### config.mk
export PLATFORM = sky130hd
export DESIGN_NAME = spi_port
export DESIGN_NICKNAME = d
export VERILOG_FILES = /design/src/rtl/spi_port_pkg.sv /design/src/rtl/spi_port_ctrl.sv /design/src/rtl/spi_port_dp.sv /design/src/rtl/spi_port.sv
export SDC_FILE = /design/constraint.sdc
export NUM_CORES = 1
export LEC_CHECK = 0
export CAP_MARGIN = 20
export CELL_PAD_IN_SITES_DETAIL_PLACEMENT = 1
export CELL_PAD_IN_SITES_GLOBAL_PLACEMENT = 1
export CORE_UTILIZATION = 45
export DETAILED_ROUTE_END_ITERATION = 8
export PLACE_DENSITY_LB_ADDON = 0.1
export SYNTH_ARGS = -nofsm -noshare
export SYNTH_HDL_FRONTEND = slang
export SYNTH_SLANG_ARGS = --single-unit
### constraint.sdc
create_clock -name clk -period 3.22 [get_ports clk]
set_clock_uncertainty 0.2 [all_clocks]
set_input_delay 0.322 -clock clk [delete_from_list [all_inputs] [get_ports clk]]
set_output_delay 0.322 -clock clk [all_outputs]
set_load 0.02 [all_outputs]
### src/rtl/spi_port_pkg.sv
package spi_port_pkg;
  localparam int REG_W = 8;

  localparam logic [1:0] ADDR_CTL  = 2'd0;
  localparam logic [1:0] ADDR_STAT = 2'd1;
  localparam logic [1:0] ADDR_DATA = 2'd2;

  typedef struct packed {
    logic       intEn;
    logic       lsbFirst;
    logic       master;
    logic       cpol;
    logic       cpha;
    logic [1:0] rate;
  } ctlReg_t;

  // strobes from control to datapath
  typedef struct packed {
    logic load;    // take a new outgoing byte
    logic drive;   // present the next bit on the output
    logic sample;  // capture the input bit and shift
  } dpStb_t;
endpackage

### src/rtl/spi_port_ctrl.sv
module spi_port_ctrl
  import spi_port_pkg::*;
#(
  parameter int WORD_W = REG_W,
  parameter int DIV_W  = 6
) (
  input  logic             clk,
  input  logic             rstN,
  input  logic [1:0]       regAddr,
  input  logic             regWr,
  input  logic             regRd,
  input  logic [REG_W-1:0] regWdata,
  input  logic             intAck,
  input  logic             ssN,
  input  logic             sckIn,
  output ctlReg_t          ctlQ,
  output logic             flagDone,
  output logic             flagCol,
  output logic             busyNow,
  output logic             sckOut,
  output dpStb_t           stb
);
  localparam int EDGES = 2 * WORD_W;
  localparam int CNT_W = $clog2(EDGES);

  logic [2:0]       sckSync;
  logic [1:0]       ssSync;
  logic             mBusy, sckPh, armed;
  logic [DIV_W-1:0] divCnt, halfM1;
  logic [CNT_W-1:0] edgeCnt;
  logic             unusedBit6;

  assign unusedBit6 = regWdata[6];

  // half SCK period minus one, in system clocks
  always_comb begin
    case (ctlQ.rate)
      2'd0:    halfM1 = DIV_W'(1);
      2'd1:    halfM1 = DIV_W'(7);
      2'd2:    halfM1 = DIV_W'(31);
      default: halfM1 = DIV_W'(63);
    endcase
  end

  logic ctlWr, statRd, dataAcc, dataWr, ssLow, fault;
  logic startM, divTick, slvEdge, edgeEv, lastEdge, leading, clrSeq;

  assign ctlWr    = regWr && regAddr == ADDR_CTL;
  assign statRd   = regRd && regAddr == ADDR_STAT;
  assign dataAcc  = (regWr || regRd) && regAddr == ADDR_DATA;
  assign dataWr   = regWr && regAddr == ADDR_DATA;
  assign ssLow    = !ssSync[1];
  assign busyNow  = mBusy || (edgeCnt != '0);
  assign fault    = ctlQ.master && ssLow;
  assign startM   = dataWr && ctlQ.master && !busyNow && !fault;
  assign divTick  = mBusy && divCnt == halfM1;
  assign slvEdge  = !ctlQ.master && ssLow && (sckSync[2] ^ sckSync[1]);
  assign edgeEv   = divTick || slvEdge;
  assign lastEdge = edgeEv && edgeCnt == CNT_W'(EDGES - 1);
  assign leading  = !edgeCnt[0];
  assign clrSeq   = dataAcc && armed;

  assign stb.load   = dataWr && !busyNow && !fault;
  assign stb.sample = edgeEv && (leading ^ ctlQ.cpha);
  assign stb.drive  = edgeEv && !(leading ^ ctlQ.cpha);
  assign sckOut     = ctlQ.cpol ^ sckPh;

  always_ff @(posedge clk or negedge rstN) begin
    if (!rstN) begin
      sckSync <= '0;
      ssSync  <= '1;
    end else begin
      sckSync <= {sckSync[1:0], sckIn};
      ssSync  <= {ssSync[0], ssN};
    end
  end

  // sequencing: divider, edge counter, master busy, clock phase
  always_ff @(posedge clk or negedge rstN) begin
    if (!rstN) begin
      mBusy   <= 1'b0;
      divCnt  <= '0;
      edgeCnt <= '0;
      sckPh   <= 1'b0;
    end else if (fault) begin
      mBusy   <= 1'b0;
      divCnt  <= '0;
      edgeCnt <= '0;
      sckPh   <= 1'b0;
    end else begin
      if (startM) begin
        mBusy  <= 1'b1;
        divCnt <= '0;
        sckPh  <= 1'b0;
      end else if (mBusy) begin
        divCnt <= divTick ? '0 : divCnt + 1'b1;
      end
      if (edgeEv) begin
        edgeCnt <= lastEdge ? '0 : edgeCnt + 1'b1;
        if (lastEdge) mBusy <= 1'b0;
      end
      if (divTick) sckPh <= ~sckPh;
      if (!ctlQ.master && !ssLow) edgeCnt <= '0;
    end
  end

  // registers and flags
  always_ff @(posedge clk or negedge rstN) begin
    if (!rstN) begin
      ctlQ     <= '0;
      flagDone <= 1'b0;
      flagCol  <= 1'b0;
      armed    <= 1'b0;
    end else begin
      if (ctlWr) ctlQ <= '{intEn: regWdata[7], lsbFirst: regWdata[5],
                           master: regWdata[4], cpol: regWdata[3],
                           cpha: regWdata[2], rate: regWdata[1:0]};
      if (fault) ctlQ.master <= 1'b0;
      flagDone <= lastEdge || fault || (flagDone && !clrSeq && !intAck);
      flagCol  <= (dataWr && busyNow) || (flagCol && !clrSeq);
      if (clrSeq)                          armed <= 1'b0;
      else if (statRd && (flagDone || flagCol)) armed <= 1'b1;
    end
  end
endmodule

### src/rtl/spi_port_dp.sv
module spi_port_dp
  import spi_port_pkg::*;
#(
  parameter int WORD_W = REG_W
) (
  input  logic              clk,
  input  logic              rstN,
  input  dpStb_t            stb,
  input  logic              lsbFirst,
  input  logic [WORD_W-1:0] wdata,
  input  logic              sdi,
  output logic [WORD_W-1:0] shiftQ,
  output logic              txBit
);
  function automatic logic headBit(input logic [WORD_W-1:0] v, input logic lsb);
    return lsb ? v[0] : v[WORD_W-1];
  endfunction

  always_ff @(posedge clk or negedge rstN) begin
    if (!rstN) begin
      shiftQ <= '0;
      txBit  <= 1'b0;
    end else if (stb.load) begin
      shiftQ <= wdata;
      txBit  <= headBit(wdata, lsbFirst);
    end else begin
      if (stb.sample)
        shiftQ <= lsbFirst ? {sdi, shiftQ[WORD_W-1:1]} : {shiftQ[WORD_W-2:0], sdi};
      if (stb.drive)
        txBit <= headBit(shiftQ, lsbFirst);
    end
  end
endmodule

### src/rtl/spi_port.sv
module spi_port
  import spi_port_pkg::*;
(
  input  logic             clk,
  input  logic             rstN,
  input  logic [1:0]       regAddr,
  input  logic             regWr,
  input  logic             regRd,
  input  logic [REG_W-1:0] regWdata,
  output logic [REG_W-1:0] regRdata,
  input  logic             intAck,
  output logic             irq,
  input  logic             ssN,
  input  logic             sckIn,
  output logic             sckOut,
  output logic             sckOe,
  input  logic             sdi,
  output logic             sdo
);
  ctlReg_t          ctlQ;
  dpStb_t           stb;
  logic             flagDone, flagCol, busyNow;
  logic [REG_W-1:0] shiftQ;

  spi_port_ctrl #(.WORD_W(REG_W)) ctrlU (
    .clk(clk), .rstN(rstN), .regAddr(regAddr), .regWr(regWr), .regRd(regRd),
    .regWdata(regWdata), .intAck(intAck), .ssN(ssN), .sckIn(sckIn),
    .ctlQ(ctlQ), .flagDone(flagDone), .flagCol(flagCol), .busyNow(busyNow),
    .sckOut(sckOut), .stb(stb)
  );

  spi_port_dp #(.WORD_W(REG_W)) dpU (
    .clk(clk), .rstN(rstN), .stb(stb), .lsbFirst(ctlQ.lsbFirst),
    .wdata(regWdata), .sdi(sdi), .shiftQ(shiftQ), .txBit(sdo)
  );

  assign irq   = flagDone && ctlQ.intEn;
  assign sckOe = ctlQ.master;

  always_comb begin
    case (regAddr)
      ADDR_CTL:  regRdata = {ctlQ.intEn, 1'b0, ctlQ.lsbFirst, ctlQ.master,
                             ctlQ.cpol, ctlQ.cpha, ctlQ.rate};
      ADDR_STAT: regRdata = {flagDone, flagCol, {(REG_W-2){1'b0}}};
      ADDR_DATA: regRdata = shiftQ;
      default:   regRdata = '0;
    endcase
  end
endmodule

* Word level (Yosys, flattened, before mapping) *
Cells that the tools add are included.

storage, ports and cells
  output and inout port bits = 12
  logic and storage cells = 106
  register bits = 36

cells by class
  equal/unequal tests = 6
  bitwise logic cells = 4
  muxes and demuxes = 28
  reduce and logical (&&, ||, !) cells = 49
  add/sub/neg operators = 2

operators by type and width
  cell                                                  number
  logical AND 1 bit                                     24
  two-way mux 6 bit                                     4
  two-way mux 8 bit                                     3
  one-hot mux 8 bit (3 select lines)                    1
  one-hot mux 6 bit (3 select lines)                    1
  two-way mux 4 bit                                     4
  two-way mux 1 bit                                     14
  nonzero test 3 bit                                    3
  logical NOT 1 bit                                     8
  nonzero test 2 bit                                    4
  logical OR 1 bit                                      7
  adder 6 x 1 -> 6 bit (second input constant)          1
  equality test 6 bit                                   1
  two-way mux 5 bit                                     1
  adder 4 x 1 -> 4 bit (second input constant)          1
  equality test 2 x 1 -> 1 bit (second input constant)  2
  equality test 2 bit (second input constant)           2
  equality test 4 bit (second input constant)           1
  logical NOT 2 bit                                     2
  nonzero test 4 bit                                    1
  XOR 1 bit                                             3
  inverter 1 bit                                        1

* Depth between registers and ports, before layout *
Gate-level depths: netlist of the first run.

  depth in word-level cells = 10
  mapped depth = 9

* Modules after synthesis *
Synthesis of the first run repeated with hierarchy kept, for this count alone.

second synthesis, totals
  cells, all modules = 204
  area, all modules = 2,039.5 um^2

by module, submodules not included
  module         instances  area each (um^2)  cells each
  spi_port_ctrl  1          1,361.3           132
  spi_port_dp    1          533.0             52
  spi_port       1          145.1             20

* Least setup slack after synthesis of the first run *
OpenSTA, ideal clock, no wires.

  kind = register to register
  start point = reg, netlist name ctrlU.ctlQ[4]
  end point = reg dpU.shiftQ[1]
  buffers on the path = 4
  setup slack = 1.095 ns
  arrival time = 1.833 ns
  library setup time = 0.092 ns
  cell stages (with the launch flop) = 10
  clock period less this slack = 2.125 ns
  required time = 2.928 ns
  cell sequence = dfrtp_1 buf_2 nor2b_1 buf_2 nor2_1 and4_1 clkbuf_2 buf_2 nand2_1 o31ai_2

between the ends
  longest elaborated chain between the ends = 6
  elaborated cells between the ends (all ways) = 10
  classes of those cells = mux (1); reduce/logical (9)

ends and longest elaborated chain
  what                                 line                 text
  logical NOT 1 bit                    spi_port_ctrl.sv:57  assign slvEdge = !ctlQ.master && ssLow && (sckSync[2] ^ sckSync[1]);
  logical AND 1 bit (2 in series)      spi_port_ctrl.sv:57
  logical OR 1 bit                     spi_port_ctrl.sv:58  assign edgeEv = divTick || slvEdge;
  logical AND 1 bit                    spi_port_ctrl.sv:64  assign stb.sample = edgeEv && (leading ^ ctlQ.cpha);
  nonzero test 2 bit (no source line)  n/a
  end signal, assigned                 spi_port_dp.sv:24    shiftQ <= wdata;
  end signal, assigned                 spi_port_dp.sv:28    shiftQ <= lsbFirst ? {sdi, shiftQ[WORD_W-1:1]} : {shiftQ[WORD_W-2:0], sdi};
  end, declared                        spi_port_dp.sv:12    output logic [WORD_W-1:0] shiftQ,

Parallel ways exist; a longest one is shown, timed or not.
A chain may end at the register's enable or synchronous reset.

* Worst setup path after layout of the first run *
  start point = in regAddr[1]
  end point = out regRdata[6]

between the ends
  longest elaborated chain between the ends = 2
  elaborated cells between the ends (all ways) = 4
  classes of those cells = eq/ne (2); mux (1); reduce/logical (1)

ends and longest elaborated chain
  what                                               line            text
  start, declared                                    spi_port.sv:6   input logic [1:0] regAddr,
  equality test 2 bit, or another cell as far along  spi_port.sv:41  case (regAddr)
  one-hot mux 8 bit (3 select lines) (*)             spi_port.sv:41
  end, declared                                      spi_port.sv:10  output logic [REG_W-1:0] regRdata,

Every way passes the cells marked *; elsewhere a longest branch is shown, timed or not.

==> summary.md, run 1 <==
| Metric | Value |
|---|---|
| Root Buffer | `clkbuf_8` |
| DRC | `3` |
| CTS buffer count | `5` |
| Kind of critical path | `in -> out` |
| Vias/cell | `between 6 and 7` |
| Worst r2r path cells | `5` |
| IO buf count | `29` |
| Clk_lat worst skew | `between 200 and 300 ps` |
| Unique masters post-synth | `44` |
| Drt pass-1 iters | `6` |
| Maximum VDD drop | `0.361 mV` |
| Peak Freq | `0.374 GHz` |
| Total wire length | `between 6 and 7 mm` |
| Core area | `around 4500 µm²` |
| DRT iter0 DRCs | `114` |
| Failing checks | `DRC` |
| Multi-input gate area | `approximately 1200 µm²` |
| Area delta synth->final | `20.3%` |
| Maxcap violations | `0` |
| Pwr Total | `1.85 mW` |
| Gate Count Post-Synth | `roughly 220` |
| Ant diodes | `0` |
| Die width | `between 70 and 80 µm` |
| Initial Util | `approximately half` |
| CTS resizes | `0` |
| CTS tree | `built` |
| Slew @ Worst Pin | `roughly 760 ps` |
| Post-Synthesis Net Count | `roughly 240` |
| Final Wtd Congestion | `~0.81` |
| Die H | `between 70 and 80 µm` |
| DR vias | `1848` |
| # IOs | `30` |
| Crit path DAT | `~2200 ps` |
| Ys async rst share | `between 90% and 100%` |
| Crit path max fanout | `7` |
| Worst reg2reg endpoint | `dpU.shiftQ[7]` |
| Global-route wire length before repair | `approximately 10 mm` |
| Setup Buffers After CTS | `0` |
| Full die area | `about 5000 µm²` |
| Ys flop type | `dfrtp_1` |
| Minimum clock period | `roughly 2700 ps` |
| CP startpoint | `regAddr[1]` |
| Top-count cell post-synth | `dfrtp_1` |
| Setup slack after layout | `550 ps` |
| Final setup TNS | `0 ps` |
| Post-layout util | `between 50% and 60%` |
| Clk slew on worst S/H paths | `around 70 ps` |
| Number of flops mapped to enable cells by yosys | `0` |
| Register area share after synthesis | `41.9%` |
| Initial antenna violation count | `0` |
| Avg Inst Size Synth | `roughly 9.7 µm²` |
| Final global-route overflow total | `0` |
| Status | `finished, violations left` |
| DPL Wire Length | `~4.4 mm` |
| Hold-fix buffers at CTS | `0` |
| DR WL/cell | `19.8 µm` |
| WP data required | `about 2700 ps` |
| Clk buf depth | `2` |
| Final Cycle Share | `roughly 83%` |
| Worst reg-to-reg setup slack | `~740 ps` |
| Row cnt | `24` |
| Htree depth | `2` |
| Fillers | `500` |
| # setup viols final | `0` |
| Post-synth top cells | `34 x dfrtp_1, 26 x nand2_1, 23 x nor2_1` |
| Top cell type's share of synthesized area | `approximately two fifths` |
| Share of layout cells above drive strength 1 | `between 10% and 20%` |
| Flops & latches, synth | `36` |
| Global Route Usage Sum | `about a quarter` |
| Leak | `roughly 1.1 nW` |
| CP Capture Type | `output pin` |
| RSZ-0062 raised after global routing | `no` |
| PD cells | `about 710 nW/µm²` |
| Routed Antenna Nets | `0` |
| Register area | `903 µm²` |
| Worst min-delay path class | `reg -> reg` |
| Element type at the critical path start | `primary input` |
| Largest cells by area after synthesis | `dfrtp_1 39%, mux2i_1 7.9%, mux2_2 4.7%` |
| Critical Path Sink | `regRdata[6]` |
| CTS sink cnt | `36` |
| Pin count of the biggest net entering global routing | `24` |
| Yosys warns | `0` |
| Setup WS pre-CTS | `approximately 560 ps` |
| Count of final hold-check violations | `0` |
| Max-slew violations | `0` |
| Syn Std Cell Area | `about 2200 µm²` |
| Yosys top cell by area | `dfrtp_1` |
| Vias in the first global route | `between 2000 and 2500` |
| Slew HR | `49.0%` |
| Nets | `roughly 270` |
| Reg2Reg Launch Point | `ctrlU.divCnt[2]` |
## power breakdown
part	leakage (nW)	switching [mW]	total, mW	internal (mW)
clock	0.0552	0.165	0.395	0.230
combinational	0.612	0.362	0.707	0.345
sequential	0.455	0.176	0.745	0.570
## worst min-delay path by stage
stage / slack (ps) / cells past startpoint / start / endpoint
final: 150 / 0 / ctrlU.sckSync[0] / ctrlU.sckSync[1]
after global routing: 170 / 0 / ctrlU.ssSync[0] / ctrlU.ssSync[1]
after CTS: 150 / 0 / ctrlU.sckSync[0] / ctrlU.sckSync[1]
after detailed placement: 140 / 0 / ctrlU.sckSync[0] / ctrlU.sckSync[1]
after global placement: 140 / 0 / ctrlU.sckSync[0] / ctrlU.sckSync[1]
after floorplan: -170 / 0 / rstN / ctrlU.armed
## sequential cells by signal, indices dropped and copies added (netlist names)
name and count:
ctrlU.armed 1, ctrlU.ctlQ 7, ctrlU.divCnt 6, ctrlU.edgeCnt 4
ctrlU.flagCol 1, ctrlU.flagDone 1, ctrlU.mBusy 1, ctrlU.sckPh 1
ctrlU.sckSync 3, ctrlU.ssSync 2, dpU.shiftQ 8, dpU.txBit 1
## placed cells by master, fill, tap and decap left out, drive strengths merged, types with 4 or more instances in the layout
cell type and count:
a21oi 16, a211oi 4, inv 4, o31ai 10
xnor2 9, buf 6, clkdlybuf4s50 29, o2bb2ai 8
nand3 7, clkbuf 6, nor2b 5, mux2 9
nand2 26, dfrtp 34, o21ai 4, mux2i 17
nor2 23
## routing by layer
layer,wire length (µm),GRT usage (%),share of wire [%]
met1,2650,32.7,44
met5,0,0,0
met3,301,5.34,5.0
met4,64,6.00,1.1
met2,3000,45.5,50
## critical path, cell delays in order
cell and delay (ps):
clkdlybuf4s50_1 670, nor2b_1 350, a22o_1 200, clkdlybuf4s50_1 600
## cells by family (layout without fill, tap and decap cells)
kind of cell | Yosys count | count (layout) | synth area share [%]
XOR/XNOR | 11 | 11 | 4.47
multiplexers | 26 | 26 | 12.6
flip-flops | 36 | 36 | 41.9
AO/OA/AOI/OAI | 52 | 52 | 18.5
buffers and inverters | 17 | 47 | 3.94
AND/OR/NAND/NOR | 77 | 77 | 16.9
adder cells (fa/ha/maj) | 3 | 3 | 1.74
## per-stage QoR
stage,hold WS [ps],cells,cell area (µm²)
5_1_grt,168,304,2590
4_1_cts,155,304,2590
3_3_place_gp,135,296,2490
6_report,153,304,2590
3_5_place_dp,138,296,2490
2_1_floorplan,-174,222,2160
## cell type report
cell class	instances	share of cell area (%)
Clock buffer	6	2.80
Clock inverter	2	1.35
Inverter	4	0.579
Multi-Input combinational cell	169	45.0
Sequential cell	36	34.8
Tap cell	52	2.51
Timing Repair Buffer	35	12.9
No activity file was read; power rests on OpenSTA's default activity.
==> inputs of run 2 (changes only) <==
- CORE_UTILIZATION: 45 -> 38
- clock period: 3.22 -> 2.15 ns (I/O delays scaled with it)
==> summary.md, run 2 (synthesized netlist as in run 1, its figures left out) <==
| Metric | Value |
|---|---|
| Most common cell after layout, fill and taps aside | `dfrtp_1 (unchanged)` |
| CTS buffer count | `5 (unchanged)` |
| Slew HR | `64.9% (was 49.0%)` |
| Finished layout cell area | `2790 µm² (was 2590 µm²)` |
| Maximum VDD drop | `0.429 mV (was 0.361 mV)` |
| Count of final hold-check violations | `0 (unchanged)` |
| Biggest regs | `dpU.shiftQ (8), ctrlU.ctlQ (7), ctrlU.divCnt (6) (unchanged)` |
| Crit path max fanout | `23 (was 7)` |
| Row cnt | `27 (was 24)` |
| Area delta synth->final | `29.4% (was 20.3%)` |
| Die width | `77.3 µm (was 71.2 µm)` |
| Nets | `290 (was 272)` |
| Crit path DAT | `2110 ps (was 2150 ps)` |
| Crit path cell chain | `nor2b_1, or4_4, a211o_1, buf_12, o2bb2ai_1, o31ai_1 (was clkdlybuf4s50_1, nor2b_1, a22o_1, clkdlybuf4s50_1)` |
| Die H | `77.3 µm (was 71.2 µm)` |
| Initial antenna violation count | `0 (unchanged)` |
| Pwr Total | `2.80 mW (was 1.85 mW)` |
| Drt pass-1 iters | `4 (was 6)` |
| DR WL/cell | `17.2 µm (was 19.8 µm)` |
| Reg with most FFs | `dpU.shiftQ (unchanged)` |
| Element type at the critical path start | `flip-flop (was primary input)` |
| Share of layout cells above drive strength 1 | `20.7% (was 13.1%)` |
| Htree depth | `2 (unchanged)` |
| CTS tree | `built (unchanged)` |
| Leak | `1.27 nW (was 1.12 nW)` |
| Clk slew on worst S/H paths | `90 ps (was 70 ps)` |
| Kind of critical path | `reg -> reg (was in -> out)` |
| Vias in the first global route | `1937 (was 2008)` |
| PD cells | `1000 nW/µm² (was 712 nW/µm²)` |
| Critical-path top delay cell | `or4_4 (was clkdlybuf4s50_1)` |
| Setup WS pre-CTS | `-58.7 ps (was 564 ps)` |
| Maxcap violations | `0 (unchanged)` |
| CTS sink cnt | `36 (unchanged)` |
| Total wire length | `5.88 mm (was 6.02 mm)` |
| Peak Freq | `approximately 0.47 GHz` |
| Clk_lat worst skew | `300 ps (was 290 ps)` |
| Crit-path leading delay family | `compound AO/OA/AOI/OAI gates (was buffers and inverters)` |
| Setup Buffers After CTS | `0 (unchanged)` |
| Fillers | `653 (was 500)` |
| DRC | `0 (was 3)` |
| Max-slew violations | `0 (unchanged)` |
| DPL Wire Length | `4.26 mm (was 4.38 mm)` |
| Pin count of the biggest net entering global routing | `37 (was 24)` |
| Commonest cells after routing, fill and taps aside | `34 x dfrtp_1, 26 x nand2_1, 23 x nor2_1 (was 34 x dfrtp_1, 29 x clkdlybuf4s50_1, 26 x nand2_1)` |
| Worst min-delay path class | `in -> reg (was reg -> reg)` |
| Core area | `5470 µm² (was 4470 µm²)` |
| CP bufs+invs | `1 (was 2)` |
| WP data required | `2140 ps (was 2700 ps)` |
| Crit-path max cell delay | `420 ps (was 670 ps)` |
| Global Route Usage Sum | `21.6% (was 25.9%)` |
| Status | `finished, final reports clean (was finished, violations left)` |
| Minimum clock period | `between 2000 and 2500 ps` |
| CP Capture Type | `flip-flop (was output pin)` |
| Final global-route overflow total | `0 (unchanged)` |
| Post-layout util | `51.0% (was 58.0%)` |
| DR vias | `1812 (was 1848)` |
| Slew @ Worst Pin | `526 ps (was 765 ps)` |
| # setup viols final | `0 (unchanged)` |
| Register area | `903 µm² (unchanged)` |
| Global-route wire length before repair | `9.97 mm (was 10.1 mm)` |
| Root Buffer | `clkbuf_8 (unchanged)` |
| DRT iter0 DRCs | `117 (was 114)` |
| Multi-input gate area | `1180 µm² (was 1170 µm²)` |
| IO buf count | `29 (unchanged)` |
| Clk buf depth | `2 (unchanged)` |
| Final Wtd Congestion | `0.755 (was 0.806)` |
| Max reg flops | `8 (unchanged)` |
| Full die area | `5980 µm² (was 5070 µm²)` |
| Final Cycle Share | `98.8%` |
| Routed Antenna Nets | `0 (unchanged)` |
| Vias/cell | `5.30 (was 6.08)` |
| Setup slack after layout | `25.4 ps (was 550 ps)` |
| Fin Hold WS | `139 ps (was 153 ps)` |
| Initial Util | `39.4% (was 48.2%)` |
| DP Area | `2660 µm² (was 2490 µm²)` |
| Ant diodes | `0 (unchanged)` |
| # IOs | `30 (unchanged)` |
| RSZ-0062 raised after global routing | `yes (was no)` |
run 2: cell count changes in the layout (fill, tap and decap cells not counted), moves of 2 or more:
cell	before	now
dlygate4sd2_1	0	7
nor2b_1	5	3
nor2b_2	0	2
buf_4	6	21
buf_12	0	2
clkdlybuf4s50_1	29	20
run 2: final timing paths:
path | from | end | slack, ps | cells after the start
setup / recovery | ctrlU.divCnt[2] | dpU.shiftQ[7] | 30 | 6
hold / removal | ssN | ctrlU.ssSync[0] | 140 | 1
setup reg to reg | ctrlU.divCnt[2] | dpU.shiftQ[7] | 30 | 6
hold reg to reg | ctrlU.ssSync[0] | ctrlU.ssSync[1] | 160 | 0
max in group asynchronous | rstN | ctrlU.ssSync[0] | 1080 | 3
min in group asynchronous | rstN | ctrlU.divCnt[2] | 290 | 3
run 2: through the flow:
step / std cells / setup TNS (ps)
after global placement: 333 / -52.2
final: 342 / 0
after CTS: 342 / 0
after detailed placement: 333 / -127
after global routing: 342 / -163
after floorplan: 222 / 0
run 2: where the power goes:
group	internal, mW	leakage (nW)	total [mW]	switching, mW
logic	0.563	0.756	1.13	0.568
clock network	0.343	0.0541	0.601	0.258
registers	0.853	0.455	1.07	0.218
total	1.76	1.27	2.80	1.04
run 2: layout make-up:
cell class                 instances  area share [%]
multi-input combinational        169            42.4
sequential                        36            32.4
timing repair buffer              53            17.4
tap                               72            3.23
clock buffer                       5            2.47
clock inverter                     3            1.52
inverter                           4           0.538
run 2: per-layer routing:
| metal | global-route usage, % | wire [µm] |
|---|---|---|
| met3 | 3.41 | 175 |
| met2 | 35.1 | 2770 |
| met5 | 0 | 0 |
| met1 | 29.8 | 2870 |
| met4 | 5.66 | 54 |
run 2: repair_timing:
| item | 4_1_cts | 5_1_grt |
|---|---|---|
| pin swaps | 0 | 2 |
| gates cloned | 0 | 0 |
| endpoints found under the setup margin | 8 | 15 |
| gates resized for setup | 10 | 2 |
| hold buffers | 1 | 0 |
| hold endpoints to repair | 34 | 0 |
